**config.mk**
```make
export PLATFORM = sky130hd
export DESIGN_NAME = gpio_pair_ctrl
export DESIGN_NICKNAME = d
export VERILOG_FILES = /design/src/rtl/gpio_pkg.sv /design/src/rtl/gpio_rst_sync.sv /design/src/rtl/gpio_in_sync.sv /design/src/rtl/gpio_port_bank.sv /design/src/rtl/gpio_pair_ctrl.sv
export SDC_FILE = /design/constraint.sdc
export NUM_CORES = 1
export LEC_CHECK = 0
export ABC_CLOCK_PERIOD_IN_PS = 8900
export BUFFER_PORTS_ARGS = -buffer_cell sky130_fd_sc_hd__buf_2
export CAP_MARGIN = 20
export CORE_ASPECT_RATIO = 0.9
export CORE_UTILIZATION = 35
export DETAILED_ROUTE_END_ITERATION = 10
export GPL_TIMING_DRIVEN = 1
export SYNTH_ARGS = -nofsm -noshare
export SYNTH_HDL_FRONTEND = slang
export SYNTH_SLANG_ARGS = --single-unit
```
**constraint.sdc**
```tcl
create_clock -name clk_i -period 8.9 [get_ports clk_i]
set_input_delay 0.89 -clock clk_i [delete_from_list [all_inputs] [get_ports clk_i]]
set_output_delay 0.89 -clock clk_i [all_outputs]
set_load 0.02 [all_outputs]
```
**src/rtl/gpio_pkg.sv**
```systemverilog
package gpio_pkg;
  localparam int NPORT     = 2;
  localparam int REG_IDX_W = 4;

  typedef enum logic [REG_IDX_W-1:0] {
    RG_IN   = 4'd0,
    RG_OUT  = 4'd1,
    RG_DIR  = 4'd2,
    RG_PEN  = 4'd3,
    RG_PSEL = 4'd4,
    RG_IE   = 4'd5,
    RG_IES  = 4'd6,
    RG_IFG  = 4'd7,
    RG_LOCK = 4'd8
  } gpio_reg_e;
endpackage

```
**src/rtl/gpio_rst_sync.sv**
```systemverilog
module gpio_rst_sync (
  input  logic clk_i,
  input  logic arst_ni,
  output logic rst_no
);
  logic [1:0] sync_q;
  logic [1:0] sync_d;

  assign sync_d = {sync_q[0], 1'b1};

  always_ff @(posedge clk_i or negedge arst_ni) begin
    if (!arst_ni) sync_q <= 2'b00;
    else          sync_q <= sync_d;
  end

  assign rst_no = sync_q[1];
endmodule

```
**src/rtl/gpio_in_sync.sv**
```systemverilog
module gpio_in_sync #(
  parameter int W      = 16,
  parameter int STAGES = 2
) (
  input  logic         clk_i,
  input  logic         rst_ni,
  input  logic [W-1:0] d_i,
  output logic [W-1:0] cur_o,
  output logic [W-1:0] prev_o,
  output logic [W-1:0] rise_o,
  output logic [W-1:0] fall_o
);
  localparam int LAST = STAGES - 1;

  logic [W-1:0] stg_q [STAGES];
  logic [W-1:0] stg_d [STAGES];
  logic [W-1:0] prev_q;

  assign stg_d[0] = d_i;
  for (genvar s = 1; s < STAGES; s++) begin : g_stage
    assign stg_d[s] = stg_q[s-1];
  end

  always_ff @(posedge clk_i or negedge rst_ni) begin
    if (!rst_ni) begin
      stg_q  <= '{default: '0};
      prev_q <= '0;
    end else begin
      stg_q  <= stg_d;
      prev_q <= stg_q[LAST];
    end
  end

  assign cur_o  = stg_q[LAST];
  assign prev_o = prev_q;
  assign rise_o = stg_q[LAST] & ~prev_q;
  assign fall_o = ~stg_q[LAST] & prev_q;
endmodule

```
**src/rtl/gpio_port_bank.sv**
```systemverilog
module gpio_port_bank
  import gpio_pkg::*;
#(
  parameter int W = 8
) (
  input  logic                 clk_i,
  input  logic                 rst_ni,
  input  logic                 wr_i,
  input  logic [REG_IDX_W-1:0] idx_i,
  input  logic [W-1:0]         wdata_i,
  input  logic [W-1:0]         rise_i,
  input  logic [W-1:0]         fall_i,
  input  logic                 arm_i,
  output logic [W-1:0]         out_o,
  output logic [W-1:0]         dir_o,
  output logic [W-1:0]         pen_o,
  output logic [W-1:0]         psel_o,
  output logic [W-1:0]         ie_o,
  output logic [W-1:0]         ies_o,
  output logic [W-1:0]         ifg_o
);
  logic [W-1:0] out_q,  out_d;
  logic [W-1:0] dir_q,  dir_d;
  logic [W-1:0] pen_q,  pen_d;
  logic [W-1:0] psel_q, psel_d;
  logic [W-1:0] ie_q,   ie_d;
  logic [W-1:0] ies_q,  ies_d;
  logic [W-1:0] ifg_q,  ifg_d;
  logic [W-1:0] evt;

  always_comb begin
    out_d  = out_q;
    dir_d  = dir_q;
    pen_d  = pen_q;
    psel_d = psel_q;
    ie_d   = ie_q;
    ies_d  = ies_q;
    ifg_d  = ifg_q;
    evt    = arm_i ? ((rise_i & ~ies_q) | (fall_i & ies_q)) : '0;
    if (wr_i) begin
      case (idx_i)
        RG_OUT:  out_d  = wdata_i;
        RG_DIR:  dir_d  = wdata_i;
        RG_PEN:  pen_d  = wdata_i;
        RG_PSEL: psel_d = wdata_i;
        RG_IE:   ie_d   = wdata_i;
        RG_IES:  ies_d  = wdata_i;
        RG_IFG:  ifg_d  = ifg_q & wdata_i;
        default: ;
      endcase
    end
    ifg_d = ifg_d | evt;
  end

  always_ff @(posedge clk_i or negedge rst_ni) begin
    if (!rst_ni) begin
      out_q  <= '0;
      dir_q  <= '0;
      pen_q  <= '0;
      psel_q <= '0;
      ie_q   <= '0;
      ies_q  <= '0;
      ifg_q  <= '0;
    end else begin
      out_q  <= out_d;
      dir_q  <= dir_d;
      pen_q  <= pen_d;
      psel_q <= psel_d;
      ie_q   <= ie_d;
      ies_q  <= ies_d;
      ifg_q  <= ifg_d;
    end
  end

  assign out_o  = out_q;
  assign dir_o  = dir_q;
  assign pen_o  = pen_q;
  assign psel_o = psel_q;
  assign ie_o   = ie_q;
  assign ies_o  = ies_q;
  assign ifg_o  = ifg_q;
endmodule

```
**src/rtl/gpio_pair_ctrl.sv**
```systemverilog
module gpio_pair_ctrl
  import gpio_pkg::*;
#(
  parameter int PORT_W      = 8,
  parameter int SYNC_STAGES = 2
) (
  input  logic                       clk_i,
  input  logic                       rst_ni,
  input  logic                       bus_sel_i,
  input  logic                       bus_we_i,
  input  logic [REG_IDX_W-1:0]       bus_addr_i,
  input  logic [NPORT-1:0]           bus_be_i,
  input  logic [NPORT*PORT_W-1:0]    bus_wdata_i,
  output logic [NPORT*PORT_W-1:0]    bus_rdata_o,
  input  logic [NPORT*PORT_W-1:0]    pad_in_i,
  output logic [NPORT*PORT_W-1:0]    pad_oe_o,
  output logic [NPORT*PORT_W-1:0]    pad_out_o,
  output logic [NPORT*PORT_W-1:0]    pad_pull_en_o,
  output logic [NPORT*PORT_W-1:0]    pad_pull_up_o,
  output logic                       irq_o
);
  localparam int DW = NPORT * PORT_W;

  logic          rst_n_int;
  logic [DW-1:0] smp_cur, smp_prev, smp_rise, smp_fall;
  logic [DW-1:0] out_all, dir_all, pen_all, psel_all, ie_all, ies_all, ifg_all;
  logic          lock_q, lock_d;
  logic [DW-1:0] rd_mux, rdata_q, rdata_d;
  logic          wr_acc, rd_acc, lock_clr;

  gpio_rst_sync u_rst (
    .clk_i   (clk_i),
    .arst_ni (rst_ni),
    .rst_no  (rst_n_int)
  );

  gpio_in_sync #(.W(DW), .STAGES(SYNC_STAGES)) u_insync (
    .clk_i  (clk_i),
    .rst_ni (rst_n_int),
    .d_i    (pad_in_i),
    .cur_o  (smp_cur),
    .prev_o (smp_prev),
    .rise_o (smp_rise),
    .fall_o (smp_fall)
  );

  assign wr_acc = bus_sel_i & bus_we_i;
  assign rd_acc = bus_sel_i & ~bus_we_i;

  for (genvar p = 0; p < NPORT; p++) begin : g_port
    gpio_port_bank #(.W(PORT_W)) u_bank (
      .clk_i   (clk_i),
      .rst_ni  (rst_n_int),
      .wr_i    (wr_acc & bus_be_i[p]),
      .idx_i   (bus_addr_i),
      .wdata_i (bus_wdata_i[p*PORT_W +: PORT_W]),
      .rise_i  (smp_rise[p*PORT_W +: PORT_W]),
      .fall_i  (smp_fall[p*PORT_W +: PORT_W]),
      .arm_i   (~lock_q),
      .out_o   (out_all[p*PORT_W +: PORT_W]),
      .dir_o   (dir_all[p*PORT_W +: PORT_W]),
      .pen_o   (pen_all[p*PORT_W +: PORT_W]),
      .psel_o  (psel_all[p*PORT_W +: PORT_W]),
      .ie_o    (ie_all[p*PORT_W +: PORT_W]),
      .ies_o   (ies_all[p*PORT_W +: PORT_W]),
      .ifg_o   (ifg_all[p*PORT_W +: PORT_W])
    );
  end

  // Lock: set by reset, cleared only by writing 0 to bit 0
  assign lock_clr = wr_acc & bus_be_i[0] & (bus_addr_i == RG_LOCK) & ~bus_wdata_i[0];
  assign lock_d   = lock_q & ~lock_clr;

  always_comb begin
    case (bus_addr_i)
      RG_IN:   rd_mux = smp_cur;
      RG_OUT:  rd_mux = out_all;
      RG_DIR:  rd_mux = dir_all;
      RG_PEN:  rd_mux = pen_all;
      RG_PSEL: rd_mux = psel_all;
      RG_IE:   rd_mux = ie_all;
      RG_IES:  rd_mux = ies_all;
      RG_IFG:  rd_mux = ifg_all;
      RG_LOCK: rd_mux = {{(DW-1){1'b0}}, lock_q};
      default: rd_mux = '0;
    endcase
    rdata_d = rd_acc ? rd_mux : rdata_q;
  end

  always_ff @(posedge clk_i or negedge rst_n_int) begin
    if (!rst_n_int) begin
      lock_q  <= 1'b1;
      rdata_q <= '0;
    end else begin
      lock_q  <= lock_d;
      rdata_q <= rdata_d;
    end
  end

  assign bus_rdata_o   = rdata_q;
  assign pad_oe_o      = lock_q ? '0 : dir_all;
  assign pad_out_o     = lock_q ? '0 : out_all;
  assign pad_pull_en_o = lock_q ? '0 : (pen_all & ~dir_all);
  assign pad_pull_up_o = lock_q ? '0 : (pen_all & ~dir_all & psel_all);
  assign irq_o         = |(ifg_all & ie_all);
endmodule

```
==> results of run 1 <==
[power by group]
| group | total, mW | switching, mW | internal (mW) |
|---|---|---|---|
| Clock | 0.772 | 0.323 | 0.449 |
| Sequential | 0.961 | 0.0711 | 0.890 |
| Combinational | 0.309 | 0.173 | 0.136 |
| Total | 2.04 | 0.567 | 1.48 |
[cells in the mapped netlist (all sizes together) (2+ instances only)]
cell type / n
a2111oi: 2
a211oi: 11
a21boi: 2
a21oi: 35
a221oi: 4
a22o: 16
a22oi: 4
a32oi: 3
and2: 18
and3: 3
buf: 23
clkbuf: 12
dfrtp: 178
inv: 7
mux2: 96
mux2i: 33
mux4: 2
nand2: 41
nand2b: 11
nand3b: 14
nand4: 4
nand4b: 2
nor2: 47
nor2b: 33
nor3: 3
nor3b: 20
o21ai: 41
o221ai: 8
o22ai: 3
o2bb2ai: 2
o31a: 2
[flip-flops by register name, indices dropped and copies added, names as in the netlist]
name and flops:
bus_rdata_o 16, g_port.u_bank.dir_o 16, g_port.u_bank.ie_o 16, g_port.u_bank.ies_o 16, g_port.u_bank.ifg_o 16, g_port.u_bank.out_o 16
g_port.u_bank.pen_o 16, g_port.u_bank.psel_o 16, lock_q 1, u_insync.cur_o 16, u_insync.prev_o 16, u_insync.stg_d 16
u_rst.sync_q 2
[cell usage in the layout, fill, tap and decap left out, drive strengths merged, types with 4 or more instances in the layout]
master / count
o221ai: 8
a22oi: 4
a221oi: 4
buf: 131
o21ai: 41
nand2b: 11
a22o: 16
nor2: 47
mux2: 96
clkbuf: 19
nand2: 41
nor2b: 33
clkinv: 5
a21oi: 35
nand4: 4
mux2i: 33
a211oi: 11
inv: 9
nand3b: 14
nor3b: 20
dfrtp: 178
and2: 18
[logic make-up (layout without fill, tap and decap cells)]
| kind of cell | after synthesis | count (layout) | share of synthesized area [%] |
|---|---|---|---|
| simple gates | 201 | 201 | 14.58 |
| flops | 179 | 179 | 54.04 |
| compound gates | 138 | 138 | 10.91 |
| mux | 131 | 131 | 17.57 |
| buf+inv | 42 | 169 | 2.852 |
| other cells | 1 | 1 | 0.04523 |
[layout make-up]
class / instances / area, um^2
Clock buffer: 19 / 442.9
Clock inverter: 12 / 155.1
Fill cell: 2209 / 13500
Inverter: 7 / 26.28
Multi-Input combinational cell: 471 / 3573
Sequential cell: 179 / 4484
Tap cell: 302 / 377.9
Timing Repair Buffer: 131 / 718.2
[per-layer routing]
layer | global-route usage, % | vias up | part of all wire [%]
met5 | 0 | - | 0
met4 | 6.343 | 0 | 1.7
met3 | 3.227 | 26 | 5.0
met2 | 28.25 | 187 | 44
met1 | 28.63 | 2932 | 49
li1 | - | 2717 | -
[stage by stage]
step / total power [mW] / setup slack, ns / utilization, % / std cells / cell area [um^2]
final: 2.042 / 5.726 / 42.01 / 1121 / 9778
after global placement: 1.278 / 5.445 / 39.20 / 1088 / 9125
after detailed placement: 1.283 / 5.355 / 39.20 / 1088 / 9125
after global routing: 2.134 / 5.667 / 42.01 / 1121 / 9778
after floorplan: 1.169 / 3.545 / - / 692 / 8290
after CTS: 2.059 / 5.757 / 41.77 / 1119 / 9723
[worst max path at each step]
stage               startpoint                          to  slack, ns
2_1_floorplan  u_rst.sync_q[1]              bus_rdata_o[0]       3.54
3_3_place_gp     bus_addr_i[2]  g_port[1].u_bank.psel_o[6]       5.45
3_5_place_dp     bus_addr_i[2]  g_port[1].u_bank.psel_o[1]       5.35
4_1_cts                 lock_q           pad_pull_up_o[10]       5.76
5_1_grt                 lock_q           pad_pull_up_o[14]       5.67
6_report         bus_addr_i[2]  g_port[1].u_bank.psel_o[1]       5.73
==> flow_summary.json, run 1 <==
{
  "status": "finished, final reports clean",
  "crit_family": "simple AND/OR/NAND/NOR gates",
  "die-area_mm2": 0.02431,
  "synth_nets": 734,
  "drive_gt1_share_pct": 34.43,
  "grt_usage_pct": 19.25,
  "r2r_setup_slack_ns": 7.11,
  "whs_ns": 0.2114,
  "port_buffers": 122,
  "ios": 123,
  "grt_pass1_vias": 5697,
  "fp.dieW_um": 164.2,
  "wirelength_mm": 22.28,
  "syn_area_mm2": 0.008290,
  "vias": 5862,
  "antenna_found_initial": 0,
  "fin_crit_sh_pct": 35.67,
  "start_util_pct": 35.62,
  "arrival_ns": 3.48,
  "synthArstFlopShare_pct": 100.0,
  "required_ns": 9.21,
  "final_nets": 849,
  "ctsResizeCount": 0,
  "grt-ovfl-total": 0,
  "antenna_left": 0,
  "regToRegStartpoint": "u_rst.sync_q[1]",
  "cts-hold-fix-buffers": 0,
  "synth_edf_count": 0,
  "cp_slowest_cell": "nor2b_1",
  "drt_iter0_markers": 399,
  "synth_top_flop_cell": "dfrtp_1",
  "cts_setup_buffers": 0,
  "crit_chain": "buf_2 -> nor2b_1 -> buf_4 -> nand2_4 -> nor3_4 -> mux2_2",
  "cts_root_buffer": "clkbuf_16",
  "cap_viol_max_count": 0,
  "wl_per_cell_um": 19.88,
  "crit_type": "in2reg",
  "ys_ff_latch": 179,
  "crit_fanout": 29,
  "synth_top_area_cell": "dfrtp_1",
  "tns_ns": 0,
  "drc_errors": 0,
  "ys_warn_count": 0,
  "maxSlewViolCount": 0,
  "num_antenna_cells": 0,
  "cts.sinks": 179,
  "vdd_drop_max_uv": 111.9,
  "fmax_mhz": 315.0,
  "h-tree-depth": 4,
  "clk_latency_ns": 0.43,
  "cp_slowest_stage_delay_ns": 0.81,
  "synth_seq_area_share_pct": 54.04,
  "synth_area_leaders": "dfrtp_1, mux2_2, mux2i_1, nor2b_1, o21ai_0",
  "reg2reg_to": "g_port[1].u_bank.ie_o[5]",
  "area_delta_synth_final_pct": 17.94,
  "synth_top_area_share_pct": 53.73,
  "syn_avg_cell_area_um2": 11.98,
  "core_area_mm2": 0.02328,
  "avgViaCountPerCell": 5.229,
  "reg2reg_depth": 4,
  "min_path_type": "reg2async",
  "syn_inst": 692,
  "synth.distinct_cells": 51,
  "endpoint_kind": "flip-flop",
  "grt_pass1_wl_mm": 34.50,
  "firstDrtPassIters": 5,
  "grt_max_degree": 81,
  "cts_buffers": 17,
  "clk_path_buf_depth": 2,
  "dieHeight_um": 148.0,
  "place.detailed.hpwl_mm": 14.98,
  "powerDensity_mw_per_mm2": 208.8,
  "p_leak_nw": 4.494,
  "clkTransAtPathRegs_ns": 0.07,
  "critPathLaunchType": "primary input",
  "rsz0062_at_grt": "false",
  "gp_congestion": 0.8492,
  "fin_crit_ns": 3.174,
  "tightest_slew_ns": 0.9569,
  "hold_violations": 0,
  "relSlewSlack_pct": 35.97,
  "setup-violations-final": 0,
  "crit_cells": 6,
  "critPathBufInv": 2,
  "cts_tree": "yes",
  "fin_skew_ns": 0.009796,
  "fp-row-count": 53
}
Note: power is estimated with default switching activity, not from simulation.
==> run 2: changes to the inputs <==
Settings changed: ABC_AREA from default to 1, ABC_CLOCK_PERIOD_IN_PS 8900 to 2700.
Clock period 8.9 ns to 2.7 ns, I/O delays scaled along.
==> run 2 against run 1 <==
Clock-buffer cell count unchanged. Setup slack worse by 5.3 ns. Final cell count up 25%. Via count up 19%. Sequential cell count unchanged. Cell area down 0.23%. Clock power rose to 3.3 times the previous value. Utilization up 1.2 points. Combinational power rose to 2.9 times the previous value. Synthesized area down 2.6%. Hold slack worse by 0.097 ns. Critical endpoint is now pad_pull_up_o[7].
==> flow_summary.json, run 2 <==
{
  "instances_no_fill": 1400,
  "whs_ns": 0.1139,
  "clockPowerShare_pct": 38.4,
  "h-tree-depth": 4,
  "arrival_ns": 1.99,
  "fmax_mhz": 442.5,
  "powerDensity_mw_per_mm2": 687.4,
  "die-area_mm2": 0.02368,
  "ys_ff_latch": 179,
  "ctsResizeCount": 0,
  "relSlewSlack_pct": 42.26,
  "yosys-top-cells-count": "nand2_1, dfrtp_1, o21ai_0",
  "fin_skew_ns": 0.009797,
  "reg2reg_depth": 6,
  "critPathBufInv": 2,
  "crit_family": "flip-flops",
  "syn_inst": 957,
  "layout_setup_ws_ns": 0.4402,
  "grt_pass1_wl_mm": 37.85,
  "crit_type": "reg2out",
  "firstDrtPassIters": 5,
  "gp_congestion": 0.8930,
  "cts_setup_buffers": 0,
  "final_nets": 1131,
  "setup-violations-final": 0,
  "synthArstFlopShare_pct": 100.0,
  "area_delta_synth_final_pct": 20.81,
  "cts_root_buffer": "clkbuf_16",
  "antenna_found_initial": 2,
  "grt_max_degree": 59,
  "final_cell_mix": "nand2_1, dfrtp_1, buf_2",
  "antenna_left": 0,
  "synth_area_leaders": "dfrtp_1, nand2_1, o21ai_0, nor2_1, inv_1",
  "rsz0062_at_grt": "false",
  "avgViaCountPerCell": 4.996,
  "hold_violations": 0,
  "regToRegStartpoint": "lock_q",
  "wl_per_cell_um": 17.30,
  "wirelength_mm": 24.22,
  "cp_slowest_cell": "dfstp_2",
  "min_path_type": "in2reg",
  "cp-startpoint": "lock_q",
  "start_util_pct": 35.77,
  "cts_tree": "yes",
  "pre_cts_ws_ns": 0.6830,
  "crit_cells": 3,
  "synth_top_area_cell": "dfrtp_1",
  "place.detailed.hpwl_mm": 17.36,
  "fill_cells": 2259,
  "fp.dieW_um": 162.1,
  "cts.sinks": 179,
  "tightest_slew_ns": 0.8660,
  "crit_fanout": 27,
  "synth_most_common_cell": "nand2_1",
  "fin_crit_sh_pct": 83.70,
  "cp_slowest_stage_delay_ns": 0.98,
  "crit_chain": "buf_4 -> nor4_1 -> buf_2",
  "syn_avg_cell_area_um2": 8.438,
  "vdd_drop_max_uv": 405.8,
  "cap_viol_max_count": 0,
  "endpoint_kind": "output pin",
  "r2r_setup_slack_ns": 1.18,
  "p_comb_share_pct": 13.2,
  "status": "finished, final reports clean",
  "syn_area_mm2": 0.008075,
  "synth.distinct_cells": 31,
  "grt_pass1_vias": 6594,
  "ys_warn_count": 0,
  "final_common_cell": "nand2_1",
  "intPower_mw": 4.777,
  "tns_ns": 0,
  "switching_share_pct": 28.77,
  "ios": 123,
  "seqPwrFrac_pct": 48.4,
  "crit_path_end": "pad_pull_up_o[7]",
  "port_buffers": 122,
  "vias": 6995,
  "fp-row-count": 52,
  "reg2reg_to": "bus_rdata_o[0]",
  "dieHeight_um": 146.1,
  "p_switching_mw": 1.929,
  "drt_iter0_markers": 556,
  "drive_gt1_share_pct": 17.71,
  "place_inst": 1350,
  "required_ns": 2.43,
  "critPathLaunchType": "flip-flop",
  "p_leak_nw": 4.724,
  "synth_seq_area_share_pct": 55.48,
  "clk_path_buf_depth": 2,
  "maxSlewViolCount": 0,
  "fin_crit_ns": 2.260,
  "synth_top_area_share_pct": 55.16,
  "core_area_mm2": 0.02258,
  "synth_edf_count": 0,
  "grt-ovfl-total": 0,
  "drc_errors": 0,
  "grt_usage_pct": 21.30,
  "synth_nets": 999,
  "cts_buffers": 17,
  "synth_top_flop_cell": "dfrtp_1",
  "clkTransAtPathRegs_ns": 0.07,
  "clk_latency_ns": 0.43
}
==> run 2: cells by family (layout without fill, tap and decap cells) <==
logic type / Yosys count / count (layout) / synth area share [%]
and+or+nand+nor: 432 / 432 / 23.06
buffers and inverters: 145 / 289 / 7.979
DFF: 179 / 179 / 55.49
other: 1 / 3 / 0.04644
AOI/OAI and AO/OA: 200 / 200 / 13.43
==> run 2: worst min path at each step <==
stage                                     end  depth (start not counted)      startpoint
floorplan                     u_rst.sync_q[0]                          0          rst_ni
global placement              u_rst.sync_q[0]                          1          rst_ni
detailed placement            u_rst.sync_q[0]                          1          rst_ni
CTS                 g_port[0].u_bank.ifg_o[5]                          3  bus_wdata_i[5]
global route        g_port[0].u_bank.ifg_o[5]                          3  bus_wdata_i[5]
finish              g_port[0].u_bank.ifg_o[4]                          3  bus_wdata_i[4]
==> run 2: metal layers <==
| metal | GRT usage, % | routed length, um | vias up |
|---|---|---|---|
| met1 | 31.75 | 11470 | 3298 |
| met2 | 30.52 | 10400 | 294 |
| li1 | - | - | 3370 |
| met4 | 7.358 | 457 | 0 |
| met3 | 4.318 | 1886 | 33 |
| met5 | 0 | 0 | - |
==> run 2: layout make-up <==
class                   instances  area (um^2)  area share [%]
multi-input cells             633         2950           30.24
clock buffers                  19        452.9           4.643
repair buffers                151        933.4           9.568
clock inverters                12        156.4           1.603
well taps                     297        371.6           3.809
inverters                     107        401.6           4.117
flip-flops and latches        179         4484           45.97
diodes                          2        5.005         0.05130
==> run 2: repair_timing <==
item,CTS,global route
endpoints found under the hold margin,18,0
hold buffers,17,0
setup endpoints to repair,0,0
==> run 2: power by group through the flow <==
stage                     Clock, mW  Combinational (mW)  Sequential, mW
after floorplan                   0               0.544            3.22
after global placement            0               0.855            3.29
after detailed placement          0               0.866            3.29
after CTS                      2.62               0.890            3.24
after global routing           2.72               0.996            3.28
final                          2.57               0.885            3.25
==> run 2: through the flow <==
stage | cell area, um^2 | total power [mW] | utilization, %
floorplan | 8079 | 3.769 | -
global placement | 8971 | 4.140 | 39.74
detailed placement | 8971 | 4.154 | 39.74
CTS | 9751 | 6.749 | 43.19
global route | 9756 | 7.002 | 43.21
finish | 9756 | 6.706 | 43.21
==> run 2: tightest hold or removal path: stages <==
cell and delay, ns:
buf_2 0.10, o21ai_0 0.08, o31ai_1 0.06
==> run 3: changes to the inputs <==
Settings changed: ABC_AREA 1 to 0, ABC_CLOCK_PERIOD_IN_PS 2700 to 2240.
Clock period 2.7 ns to 2.24 ns, I/O delays scaled along.
==> run 3 against run 2 <==
Hold slack lost 0.019 ns. Total power grew 20%. Setup slack lost 0.25 ns. Sequential cell count is the same. Critical path depth grew 1. Register-to-register slack lost 0.42 ns. Cell area grew 3.7%. Via count shrank 12%. Utilization grew 0.26 points. Critical path type unchanged. Critical endpoint is now pad_pull_up_o[4]. Largest power group unchanged.
==> flow_summary.json, run 3 (synthesized netlist as in run 1, its figures left out) <==
{
  "fin_crit_sh_pct": 91.37,
  "place.detailed.hpwl_mm": 16.29,
  "clk_path_buf_depth": 2,
  "final_cell_mix": "dfrtp_1, buf_2, mux2_2",
  "wl_per_cell_um": 19.80,
  "cts_tree": "yes",
  "tightest_slew_ns": 0.7309,
  "cts.sinks": 179,
  "port_buffers": 122,
  "antenna_left": 0,
  "postLayoutCoreUtil_pct": 43.47,
  "fill_cells": 2212,
  "cp_slowest_cell": "dfstp_2",
  "ios": 123,
  "dieHeight_um": 148.0,
  "whs_ns": 0.09491,
  "dr.max_layer_used": "met4",
  "placed_cell_area_mm2": 0.009355,
  "antenna_found_initial": 0,
  "grt_usage_pct": 19.78,
  "avgViaCountPerCell": 5.279,
  "clkTransAtPathRegs_ns": 0.07,
  "powerDensity_mw_per_mm2": 795.6,
  "status": "finished, final reports clean",
  "fp-row-count": 53,
  "m1WireLength_mm": 11.06,
  "min_path_type": "in2async",
  "final_nets": 888,
  "fmax_mhz": 488.6,
  "grt_max_degree": 63,
  "finalPower_mw": 8.050,
  "core_area_mm2": 0.02328,
  "tns_ns": 0,
  "gp_congestion": 0.8449,
  "wl_met3_mm": 1.388,
  "hold_violations": 0,
  "cts_buffers": 17,
  "routed-wl-met2_mm": 10.13,
  "grt_pass1_vias": 6005,
  "crit_type": "reg2out",
  "reg2reg_depth": 4,
  "p_leak_nw": 4.673,
  "endpoint_kind": "output pin",
  "arrival_ns": 1.82,
  "relSlewSlack_pct": 51.28,
  "fin_crit_ns": 2.047,
  "cp_slowest_stage_delay_ns": 0.69,
  "grt-ovfl-total": 0,
  "wirelength_mm": 22.99,
  "fp.dieW_um": 164.2,
  "cts_root_buffer": "clkbuf_16",
  "firstDrtPassIters": 5,
  "crit_chain": "buf_12 -> nor3b_1 -> and2_1 -> buf_2",
  "h-tree-depth": 4,
  "num_antenna_cells": 0,
  "area_delta_synth_final_pct": 22.05,
  "regArea_mm2": 0.004484,
  "clk_latency_ns": 0.44,
  "start_util_pct": 35.62,
  "drc_errors": 0,
  "final_common_cell": "dfrtp_1",
  "grt_pass1_wl_mm": 35.61,
  "multi_input_comb_area_mm2": 0.003586,
  "critPathLaunchType": "flip-flop",
  "cap_viol_max_count": 0,
  "maxSlewViolCount": 0,
  "required_ns": 2.02,
  "fin_skew_ns": 0.009659,
  "crit_fanout": 37,
  "cts_setup_buffers": 0,
  "setup-violations-final": 0,
  "die-area_mm2": 0.02431,
  "drive_gt1_share_pct": 35.74,
  "vias": 6129,
  "rsz0062_at_grt": "false",
  "drt_iter0_markers": 355,
  "vdd_drop_max_uv": 448.8,
  "finalInstanceArea_mm2": 0.01012
}
## run 3: changes by cell type in the layout (fill, tap and decap cells not counted), sizes merged, moves of 53 or more
cell,previous run,this run
nand2,235,41
o21ai,165,41
inv,108,10
mux2,0,96
nor2,109,47
nand3,53,0
## run 3: what timing repair did
item | CTS | global route
hold buffers | 17 | 0
endpoints found under the setup margin | 0 | 1
hold endpoints to repair | 18 | 0
resized for setup | 0 | 2
## run 3: layout make-up
class	count	area share [%]
Clock buffer	20	4.513
Tap cell	302	3.734
Inverter	7	0.2597
Timing Repair Buffer	170	10.51
Clock inverter	12	1.224
Sequential cell	179	44.32
Multi-Input combinational cell	471	35.44
## run 3: power breakdown
group / total (mW) / internal [mW] / leakage [nW] / switching, mW
registers: 3.82 / 3.54 / 2.23 / 0.289
logic: 1.27 / 0.581 / 2.16 / 0.694
clock network: 2.95 / 1.61 / 0.283 / 1.34
## run 3: metrics by stage
step                      setup WS, ns  std cells
after floorplan                 0.3978        692
after global placement          0.3318       1112
after detailed placement        0.2957       1112
after CTS                      0.01242       1161
after global routing           0.06488       1161
final                           0.1932       1161
## run 3: layer usage
layer	track usage, %	vias up
met4	6.898	0
li1	-	2812
met3	4.237	30
met1	28.98	3092
met2	28.69	195
met5	0	-
## run 3: worst paths after layout
path | from | to | slack [ns]
worst max register to register | lock_q | bus_rdata_o[0] | 0.76
min in group clk_i | bus_wdata_i[12] | g_port[1].u_bank.out_o[4] | 0.13
worst min register to register | u_rst.sync_q[1] | g_port[1].u_bank.pen_o[6] | 0.27
worst min-delay path | rst_ni | u_rst.sync_q[0] | 0.09
worst max-delay path | lock_q | pad_pull_up_o[4] | 0.19
max in group asynchronous | u_rst.sync_q[1] | u_insync.cur_o[8] | 1.25
## run 3: critical path, delay by kind of cell (launching register included)
| kind | cells | cell delay, ns |
|---|---|---|
| simple gates | 2 | 0.26 |
| buf+inv | 2 | 0.41 |
| flops | 1 | 0.69 |
